==> src/rtl/nak_throttle_pkg.sv <==
package nak_throttle_pkg;

   // Kind of update applied to the NAK counter in a given cycle.
   typedef enum logic [1:0] {
      UPD_HOLD   = 2'd0,
      UPD_LOAD   = 2'd1,
      UPD_DEC    = 2'd2,
      UPD_REFILL = 2'd3
   } upd_kind_e;

endpackage

==> src/rtl/nak_upd_sel.sv <==
// Chooses the counter update for this cycle; completion outranks load.
module nak_upd_sel
   import nak_throttle_pkg::*;
(
   input  logic      load_i,
   input  logic      done_i,
   input  logic      nak_i,
   input  logic      reload_nz_i,
   output upd_kind_e kind_o
);

   always_comb begin
      kind_o = UPD_HOLD;
      if (done_i) begin
         if (!nak_i)
            kind_o = UPD_REFILL;
         else if (reload_nz_i)
            kind_o = UPD_DEC;
         else
            kind_o = UPD_HOLD;
      end else if (load_i && reload_nz_i) begin
         kind_o = UPD_LOAD;
      end
   end

endmodule

==> src/rtl/nak_cnt_path.sv <==
// Next-count datapath: load/refill, saturating decrement, or hold.
module nak_cnt_path
   import nak_throttle_pkg::*;
#(
   parameter int CNT_W = 4
) (
   input  upd_kind_e        kind_i,
   input  logic [CNT_W-1:0] reload_i,
   input  logic [CNT_W-1:0] cnt_i,
   output logic [CNT_W-1:0] cnt_nxt_o
);

   localparam logic [CNT_W-1:0] ZERO = '0;
   localparam logic [CNT_W-1:0] ONE  = {{(CNT_W-1){1'b0}}, 1'b1};

   logic [CNT_W-1:0] dec_val;

   assign dec_val = (cnt_i == ZERO) ? ZERO : cnt_i - ONE;

   always_comb begin
      case (kind_i)
         UPD_LOAD,
         UPD_REFILL: cnt_nxt_o = reload_i;
         UPD_DEC:    cnt_nxt_o = dec_val;
         default:    cnt_nxt_o = cnt_i;
      endcase
   end

endmodule

==> src/rtl/nak_cnt_reg.sv <==
// State register for the NAK count.
module nak_cnt_reg #(
   parameter int CNT_W = 4
) (
   input  logic             clk,
   input  logic             rst_n,
   input  logic [CNT_W-1:0] d_i,
   output logic [CNT_W-1:0] q_o
);

   always_ff @(posedge clk or negedge rst_n) begin
      if (!rst_n)
         q_o <= '0;
      else
         q_o <= d_i;
   end

endmodule

==> src/rtl/nak_throttle.sv <==
module nak_throttle
   import nak_throttle_pkg::*;
#(
   parameter int CNT_W = 4
) (
   input  logic             clk,
   input  logic             rst_n,
   input  logic [CNT_W-1:0] reload_i,
   input  logic             qh_load_i,
   input  logic             done_i,
   input  logic             done_nak_i,
   output logic [CNT_W-1:0] count_o,
   output logic             skip_o
);

   localparam logic [CNT_W-1:0] ZERO = '0;
   localparam logic [CNT_W-1:0] ONE  = {{(CNT_W-1){1'b0}}, 1'b1};

   generate
      if (CNT_W < 1 || CNT_W > 16) begin : g_bad_width
         $error("nak_throttle: CNT_W must lie in 1..16");
      end
   endgenerate

   logic             reload_nz;
   upd_kind_e        kind;
   logic [CNT_W-1:0] cnt_q;
   logic [CNT_W-1:0] cnt_d;

   assign reload_nz = (reload_i != ZERO);

   nak_upd_sel u_sel (
      .load_i      (qh_load_i),
      .done_i      (done_i),
      .nak_i       (done_nak_i),
      .reload_nz_i (reload_nz),
      .kind_o      (kind)
   );

   nak_cnt_path #(.CNT_W(CNT_W)) u_path (
      .kind_i    (kind),
      .reload_i  (reload_i),
      .cnt_i     (cnt_q),
      .cnt_nxt_o (cnt_d)
   );

   nak_cnt_reg #(.CNT_W(CNT_W)) u_reg (
      .clk   (clk),
      .rst_n (rst_n),
      .d_i   (cnt_d),
      .q_o   (cnt_q)
   );

   assign count_o = cnt_q;
   assign skip_o  = reload_nz && (cnt_q == ZERO);

   AST_LOAD_TAKES: assert property (@(posedge clk) disable iff (!rst_n)
      (qh_load_i && !done_i && reload_i != ZERO) |=> count_o == $past(reload_i));
   AST_NAK_STEP: assert property (@(posedge clk) disable iff (!rst_n)
      (done_i && done_nak_i && reload_i != ZERO && count_o != ZERO) |=> count_o == $past(count_o) - ONE);
   AST_NO_WRAP: assert property (@(posedge clk) disable iff (!rst_n)
      (done_i && done_nak_i && count_o == ZERO) |=> count_o == ZERO);
   AST_OK_REFILL: assert property (@(posedge clk) disable iff (!rst_n)
      (done_i && !done_nak_i) |=> count_o == $past(reload_i));
   AST_OFF_NO_SKIP: assert property (@(posedge clk) disable iff (!rst_n)
      (reload_i == ZERO) |-> !skip_o);
   AST_OFF_NAK_HOLD: assert property (@(posedge clk) disable iff (!rst_n)
      (done_i && done_nak_i && reload_i == ZERO) |=> $stable(count_o));
   AST_IDLE_HOLD: assert property (@(posedge clk) disable iff (!rst_n)
      (!done_i && !qh_load_i) |=> $stable(count_o));

endmodule

==> config.mk <==
export PLATFORM = sky130hd
export DESIGN_NAME = nak_throttle
export DESIGN_NICKNAME = d
export VERILOG_FILES = /design/src/rtl/nak_throttle_pkg.sv /design/src/rtl/nak_upd_sel.sv /design/src/rtl/nak_cnt_path.sv /design/src/rtl/nak_cnt_reg.sv /design/src/rtl/nak_throttle.sv
export SDC_FILE = /design/constraint.sdc
export NUM_CORES = 1
export LEC_CHECK = 0
export BUFFER_PORTS_ARGS = -buffer_cell sky130_fd_sc_hd__clkbuf_2
export CAP_MARGIN = 20
export CORE_AREA = 2 2 39 41
export DETAILED_ROUTE_END_ITERATION = 8
export DIE_AREA = 0 0 41 43
export PLACE_DENSITY = 0.43
export SETUP_SLACK_MARGIN = 0.5
export SYNTH_ARGS = -nofsm -noshare
export SYNTH_HDL_FRONTEND = slang
export SYNTH_SLANG_ARGS = --single-unit
==> constraint.sdc <==
create_clock -name clk -period 1.1 [get_ports clk]
set_input_delay 0.22 -clock clk [delete_from_list [all_inputs] [get_ports clk]]
set_output_delay 0.22 -clock clk [all_outputs]
set_load 0.05 [all_outputs]
# After elaboration in Yosys (flattened, before gate mapping)
# Index checks and enable logic that the tools add are counted.
totals:
  in_bits: 9
  elab_cells: 17
  reg_bits: 4
  out_inout_bits: 5
classes:
  n_eq_ne: 3
  addsub: 1
  mux: 6
  n_reduce_logical: 6
ops:
  columns: ["cell", "n"]
  rows:
  - ["4-bit one-hot mux with 2 select lines", 1]
  - ["2-bit two-way mux", 3]
  - ["2-bit equality test, second input constant", 2]
  - ["4-bit logical NOT", 1]
  - ["4-bit two-way mux", 1]
  - ["4-bit nonzero test", 1]
  - ["4-bit by 1-bit subtractor with 4-bit output, second input constant", 1]
  - ["2-bit by 1-bit equality test with 1-bit output, second input constant", 1]
  - ["1-bit logical AND", 2]
  - ["2-bit nonzero test", 1]
  - ["2-bit OR reduction", 1]
  - ["1-bit two-way mux", 1]

# Longest topological paths before layout
# Gate-level depths: netlist of the first run.
logic_depth:
  word_depth: 7
  mapped_depth: 4
  ltp_nobuf: 4

# Modules after synthesis
# Synthesis of the first run repeated with hierarchy kept, for this count alone.
hier_totals:
  hier_cells: 33
  area_unflattened_um2: 287.8
by_module_without_submodules:
  columns: ["module", "n_inst", "area_per_inst_um2", "cells_per_inst", "seq_area_each_um2"]
  rows:
  - ["nak_cnt_path", 1, 138.9, 22, 0.0]
  - ["nak_cnt_reg", 1, 100.1, 4, 100.1]
  - ["nak_upd_sel", 1, 25.0, 4, 0.0]
  - ["nak_throttle", 1, 23.8, 3, 0.0]

# Least setup slack after synthesis of the first run
# Ideal clock, no wire load.
synth_timing:
  kind: "register to output"
  start: "register u_reg.q_o[1]"
  end: "output skip_o"
  required_ns: 0.880
  stages_incl_launch_ff: 3
  setup_slack_ns: -1.227
  arrival_ns: 2.107
  n_path_buf: 0
  cell_sequence: "dfrtp_1 or3_4 nor3_1"
synth_via:
  elab_chain_cells: 2
synth_lines:
  columns: ["item", "line", "source"]
  rows:
  - ["start: declaration", "nak_cnt_reg.sv:8", "output logic [CNT_W-1:0] q_o"]
  - ["start signal: assignment", "nak_cnt_reg.sv:15", "q_o <= d_i;"]
  - ["4-bit logical NOT", "nak_throttle.sv:55", "assign skip_o = reload_nz && (cnt_q == ZERO);"]
  - ["1-bit logical AND", "nak_throttle.sv:55", null]
  - ["end: declaration", "nak_throttle.sv:13", "output logic skip_o"]
# Every way passes these cells.

# Final worst setup path of the first run
layout_timing:
  start: "register u_reg.q_o[0]"
  end: "output count_o[0]"
layout_lines:
  columns: ["item", "line", "source"]
  rows:
  - ["end: declaration", "nak_throttle.sv:12", "output logic [CNT_W-1:0] count_o,"]
# No word-level cell between the ends.

==> results of run 1 <==
## report_power, final
group | leakage, nW | total, mW | internal (mW) | switching (mW)
combinational | 0.279 | 0.532 | 0.283 | 0.249
sequential | 0.0441 | 0.198 | 0.173 | 0.0248
clock | 0.0138 | 0.183 | 0.122 | 0.0610
total | 0.337 | 0.912 | 0.578 | 0.334
## cells by family (layout without fill, tap and decap cells)
kind of cell / count (synthesis) / count (layout) / synth area share, %
buffers and inverters: 1 / 37 / 1.25
flip-flops: 4 / 4 / 33.5
AND/OR/NAND/NOR: 14 / 14 / 30.5
AO/OA/AOI/OAI: 15 / 15 / 34.7
## metrics by stage
stage          setup slack [ns]  cell area, µm²  instances  setup TNS (ns)  power [mW]
2_1_floorplan            -0.553             323         34           -1.34       0.384
3_3_place_gp             -0.364             490         74           -1.54       0.510
3_5_place_dp             -0.363             490         74           -1.50       0.508
4_1_cts                  -0.490             702         84           -2.52       0.879
5_1_grt                  -0.512             737         86           -2.89       0.967
6_report                 -0.469             737         86           -2.45       0.912
## per-layer routing
| layer | global-route usage, % | up-vias | routed length, µm |
|---|---|---|---|
| li1 | - | 210 | - |
| met1 | 17.0 | 206 | 469 |
| met2 | 20.3 | 12 | 552 |
| met3 | 4.71 | 0 | 55 |
| met4 | 6.00 | 0 | 0 |
| met5 | 0 | - | 0 |
## what timing repair did
item	4_1_cts	5_1_grt
buffers inserted	6	2
gates resized for setup	27	4
hold endpoints to repair	4	0
pin swaps	7	2
endpoints found under the setup margin	9	9
hold buffers	1	0
## cells in the mapped netlist
cell type,n,area (µm²)
or3_4,1,11.3
a21oi_1,2,10.0
dfrtp_1,4,100
nor2_1,2,7.51
o41ai_2,1,16.3
a21o_1,2,15.0
a31oi_1,1,6.26
nand2_1,2,7.51
o41ai_1,2,17.5
nor4_1,1,6.26
o21ai_0,6,30.0
nor2b_1,2,12.5
inv_1,1,3.75
nor3b_2,1,12.5
nand2b_1,1,6.26
nor3_1,3,15.0
nor4_2,1,12.5
o311ai_1,1,8.76
## placed cells by master (no fill, tap or decap)
cell type	netlist	layout
a21o_1	2	2
a21oi_1	2	2
a31oi_1	1	1
buf_4	0	12
buf_6	0	7
buf_8	0	2
clkbuf_16	0	3
clkbuf_2	0	8
clkbuf_4	0	3
dfrtp_2	0	4
dlygate4sd3_1	0	1
inv_1	1	1
nand2_1	2	2
nand2b_1	1	1
nor2_1	2	2
nor2b_1	2	2
nor3_1	3	1
nor3_2	0	1
nor3_4	0	1
nor3b_4	0	1
nor4_2	1	2
o21ai_0	6	4
o21ai_1	0	1
o21ai_2	0	1
o311ai_2	0	1
o41ai_2	1	2
o41ai_4	0	1
or3_4	1	1
## area by class of cell
cell class | count | area, µm²
fillers | 123 | 647
repair buffers | 33 | 324
multi-input cells | 29 | 262
flip-flops and latches | 4 | 105
clock buffers | 3 | 22.5
well taps | 16 | 20.0
inverters | 1 | 3.75
## worst paths after layout
path                                endpoint  slack [ns]
worst max register to register  u_reg.q_o[0]       -0.37
worst max-delay path              count_o[0]       -0.47
worst min register to register  u_reg.q_o[2]        0.74
max in group asynchronous       u_reg.q_o[2]        0.62
min in group asynchronous       u_reg.q_o[1]        0.32
worst min-delay path            u_reg.q_o[0]        0.31
## worst max-delay path, stage by stage, from the launching register on
cell,delay [ns]
dfrtp_2,0.39
buf_4,0.13
buf_6,0.10
buf_6,0.10
buf_6,0.10
buf_6,0.12
clkbuf_16,0.16
==> flow_summary_export.csv, run 1 <==
group,metric,value,unit
cts,clkSinkCount,4,
timing,finalHoldViolations,0,
timing,setup_viol,8,
timing,setup_ws,-0.469,ns
synthesis,yosysSeqAreaShare,33.5,%
cells_and_area,final_util,53.3,%
global_route,grt_max_degree,8,
cells_and_area,nNetsFinal,81,
synthesis,yosys_warnings,0,
global_route,grt_overflow,0,
die,die_w,41,µm
synthesis,synth_cells,34,
cells_and_area,syn_to_final_growth,146,%
timing,hold_ws,0.313,ns
timing,min_period,1.57,ns
setup_path,critPathLaunch,"u_reg.q_o[0]",
detailed_routing,drtPass1Iterations,3,
setup_path,reg2reg_depth,8,
die,num_rows,14,
synthesis,ys_ff_latch,4,
synthesis,synth_nets,43,
placement,port-buffer-count,13,
die,io_pins,14,
hold_path,min_from,"done_nak_i",
timing,rsz0062_at_grt,"yes",
cts,clockRootBuffer,"clkbuf_4",
cts,htree_num_levels,1,
cts,clk-insertion-delay-late,0.24,ns
detailed_routing,post_drt_wl_per_cell,12.5,µm
timing,tightest_slew,0.371,ns
status,status,"complete, but fails checks",
power_and_ir_drop,ir_drop,0.556,mV
detailed_routing,ant_nets,0,
cells_and_area,largest_reg_flops,4,
cts,clkTransAtPathRegs,0.04,ns
synthesis,avgSynthCellArea,8.80,µm²
global_route,grt_pass1_vias,380,
global_route,globalRouteTotalUtil,13.7,%
hold_path,whs_path_depth,3,
setup_path,reg2reg_from,"u_reg.q_o[0]",
cts,cts_tree,"yes",
synthesis,syn_area,299,µm²
setup_path,path_class,"flip-flop to primary output",
placement,hpwl,737,µm
cells_and_area,drive_above_1_share,71.4,%
placement,gp_congestion,0.703,
setup_path,worstSetupStartpointType,"flip-flop",
detailed_routing,drc_errors,0,
die,start_util,21.6,%
timing,timing.fmax,0.637,GHz
cells_and_area,diodes,0,
hold_path,hold_path_class,"input pin to flip-flop",
global_route,grt_pass1_wl,1600,µm
global_route,grt_antenna_before_repair,0,
detailed_routing,vias,428,
detailed_routing,wirelength,1080,µm
cts,cts_made_buffers,3,
power_and_ir_drop,cellLeakagePower,0.337,nW
timing,fin_skew,0.00967,ns
cells_and_area,top_register,"u_reg.q_o",
setup_path,crit_fanout,5,
power_and_ir_drop,pwr_density_cell,1240,nW/µm²
status,violations,"negative setup slack",
timing,period_share,143,%
setup_path,arrival,1.35,ns
die,dieArea,1760,µm²
die,chipHeight,43,µm
detailed_routing,vias_per_cell,4.98,
synthesis,synth_cell_type_count,18,
cts,clockBufferDepth,2,
setup_path,critPathRequiredTime,0.88,ns
detailed_routing,drtIter0Drc,4,
cells_and_area,top_regs,"u_reg.q_o x4",
timing,timing.slew.headroom,75.0,%
setup_path,end_kind,"primary output",
run,maxCapViolCount,0,
die,core-area,1380,µm²
timing,maxSlewViolCount,0,
(Power assumes the default switching activity.)
==> run 2, diff against run 1 <==
--- a/config.mk
+++ b/config.mk
@@ -5,12 +5,12 @@
 export SDC_FILE = /design/constraint.sdc
 export NUM_CORES = 1
 export LEC_CHECK = 0
-export BUFFER_PORTS_ARGS = -buffer_cell sky130_fd_sc_hd__clkbuf_2
 export CAP_MARGIN = 20
 export CORE_AREA = 2 2 39 41
 export DETAILED_ROUTE_END_ITERATION = 8
 export DIE_AREA = 0 0 41 43
-export PLACE_DENSITY = 0.43
+export DONT_BUFFER_PORTS = 1
+export PLACE_DENSITY = 0.33
 export SETUP_SLACK_MARGIN = 0.5
 export SYNTH_ARGS = -nofsm -noshare
 export SYNTH_HDL_FRONTEND = slang
==> constraint.sdc (replaced) <==
create_clock -name clk -period 1.61 [get_ports clk]
set_input_delay 0.322 -clock clk [delete_from_list [all_inputs] [get_ports clk]]
set_output_delay 0.322 -clock clk [all_outputs]
set_load 0.05 [all_outputs]
==> run 2 against run 1 <==
Net effect: the flow still finishes with violations (negative setup slack); clock power down 32%; die area is the same; flip-flop and latch count unchanged; first-iteration DRC count rose by 25%; total power decreased by 42%; hold slack got worse by 0.048 ns; cell count shrank 24%; critical path type unchanged; largest cell class is now multi-input gates; highest routed layer is now met4.
==> flow_summary_export.csv, run 2 (synthesis gave the netlist of run 1 again) <==
group,metric,value,unit
status,status,"complete, but fails checks",
status,violations,"negative setup slack",
timing,timing.fmax,0.598,GHz
power_and_ir_drop,ir_drop,0.216,mV
cells_and_area,top_regs,"u_reg.q_o x4",
timing,timing.slew.headroom,77.0,%
power_and_ir_drop,pwr_density_cell,932,nW/µm²
detailed_routing,vias,353,
global_route,grt_pass1_wl,1770,µm
timing,setup_viol,1,
global_route,grt_use_met2,22.5,%
cells_and_area,stdcell_area,569,µm²
timing,rsz0062_at_grt,"yes",
global_route,grt_pass1_vias,404,
placement,place_area,413,µm²
cells_and_area,nNetsFinal,60,
cts,clk-insertion-delay-late,0.24,ns
detailed_routing,wirelength,1050,µm
setup_path,crit_fanout,2,
setup_path,path_class,"flip-flop to primary output",
cts,htree_num_levels,1,
cells_and_area,top_register,"u_reg.q_o",
cts,cts_made_buffers,3,
timing,fin_tns_setup,-0.0633,ns
global_route,grt_antenna_before_repair,0,
die,chipHeight,43,µm
global_route,grt_overflow,0,
power_and_ir_drop,cellLeakagePower,0.226,nW
die,core-area,1380,µm²
run,maxCapViolCount,0,
timing,fin_skew,0.00503,ns
die,io_pins,14,
cells_and_area,syn_to_final_growth,90.4,%
placement,post-place-ws,0.116,ns
cells_and_area,final_util,41.1,%
cts,clkTransAtPathRegs,0.04,ns
global_route,busiest_layer,"met2",
die,num_rows,14,
placement,hpwl,728,µm
setup_path,crit_chain,"or3_4 -> nor3_4 -> buf_12",
cells_and_area,mostFrequentLayoutCells,"o21ai_0, buf_4, clkbuf_4, buf_6, dfrtp_2",
timing,tightest_slew,0.342,ns
setup_path,reg2reg_depth,5,
die,dieArea,1760,µm²
cts,clockRootBuffer,"clkbuf_4",
setup_path,worstSetupStartpointType,"flip-flop",
hold_path,whs_path_depth,2,
cts,cts_tree,"yes",
setup_path,cpMaxStageDelayCell,"or3_4",
timing,finalHoldViolations,0,
detailed_routing,post_drt_wl_per_cell,16.2,µm
timing,setup_ws,-0.0633,ns
cts,clkSinkCount,4,
global_route,globalRouteTotalUtil,15.7,%
setup_path,slowest_delay,0.41,ns
setup_path,critPathRequiredTime,1.29,ns
timing,maxSlewViolCount,0,
cells_and_area,diodes,0,
cells_and_area,largest_reg_flops,4,
cells_and_area,fin_cells,65,
global_route,grtUsageMet3,4.19,%
detailed_routing,ant_nets,0,
setup_path,r2r_slack,0.01,ns
detailed_routing,drtIter0Drc,5,
cells_and_area,fillCellCount,146,
die,die_w,41,µm
global_route,met1_usage,18.6,%
placement,port-buffer-count,0,
cts,clockBufferDepth,2,
detailed_routing,vias_per_cell,5.43,
timing,period_share,104,%
setup_path,end_kind,"primary output",
die,start_util,21.6,%
placement,gp_congestion,0.699,
cells_and_area,final_common_cell,"o21ai_0",
detailed_routing,drc_errors,0,
placement,dp_cells,55,
detailed_routing,drtPass1Iterations,4,
setup_path,arrival,1.35,ns
global_route,grt_max_degree,9,
hold_path,hold_path_class,"input pin to flip-flop",
cells_and_area,drive_above_1_share,57.1,%
timing,min_period,1.67,ns
[run 2: layout make-up]
type	count	area [µm²]	share of cell area (%)
clock buffers	3	22.5	3.96
inverters	1	3.75	0.659
multi-input cells	29	272	47.7
flip-flops and latches	4	108	18.9
well taps	16	20.0	3.52
repair buffers	12	144	25.3
[run 2: path summary, 6_finish.rpt]
path / to / from
min in group asynchronous: u_reg.q_o[3] / rst_n
worst max register to register: u_reg.q_o[2] / u_reg.q_o[0]
max in group asynchronous: u_reg.q_o[0] / rst_n
worst min register to register: u_reg.q_o[2] / u_reg.q_o[2]
worst min-delay path: u_reg.q_o[3] / reload_i[3]
worst max-delay path: skip_o / u_reg.q_o[0]
[run 2: timing repair]
item | CTS | global route
pin swaps | 5 | 3
hold endpoints to repair | 4 | 0
endpoints found under the setup margin | 9 | 9
setup buffers | 4 | 2
hold buffers | 1 | 0
gates resized for setup | 11 | 5
[run 2: through the flow]
stage	total power [mW]	hold slack [ns]
after CTS	0.503	0.267
after global routing	0.570	0.286
after floorplan	0.265	0.0264
final	0.531	0.265
after global placement	0.313	0.0265
after detailed placement	0.315	0.0265
[run 2: routing by layer]
| metal | vias up | part of all wire, % |
|---|---|---|
| li1 | 168 | - |
| met1 | 163 | 37 |
| met2 | 20 | 52 |
| met3 | 2 | 9.8 |
| met4 | 0 | 1.3 |
| met5 | - | 0 |
[run 2: worst max-delay path, delay by kind of cell (launching register included)]
| family | cells | cell delay [ns] |
|---|---|---|
| buffers and inverters | 1 | 0.16 |
| DFF | 1 | 0.40 |
| and+or+nand+nor | 2 | 0.56 |
[run 2: where the power goes]
group	switching (mW)	total, mW	internal, mW
Sequential	0.0314	0.151	0.120
Clock	0.0418	0.125	0.0834
Combinational	0.131	0.254	0.123
Total	0.205	0.531	0.326
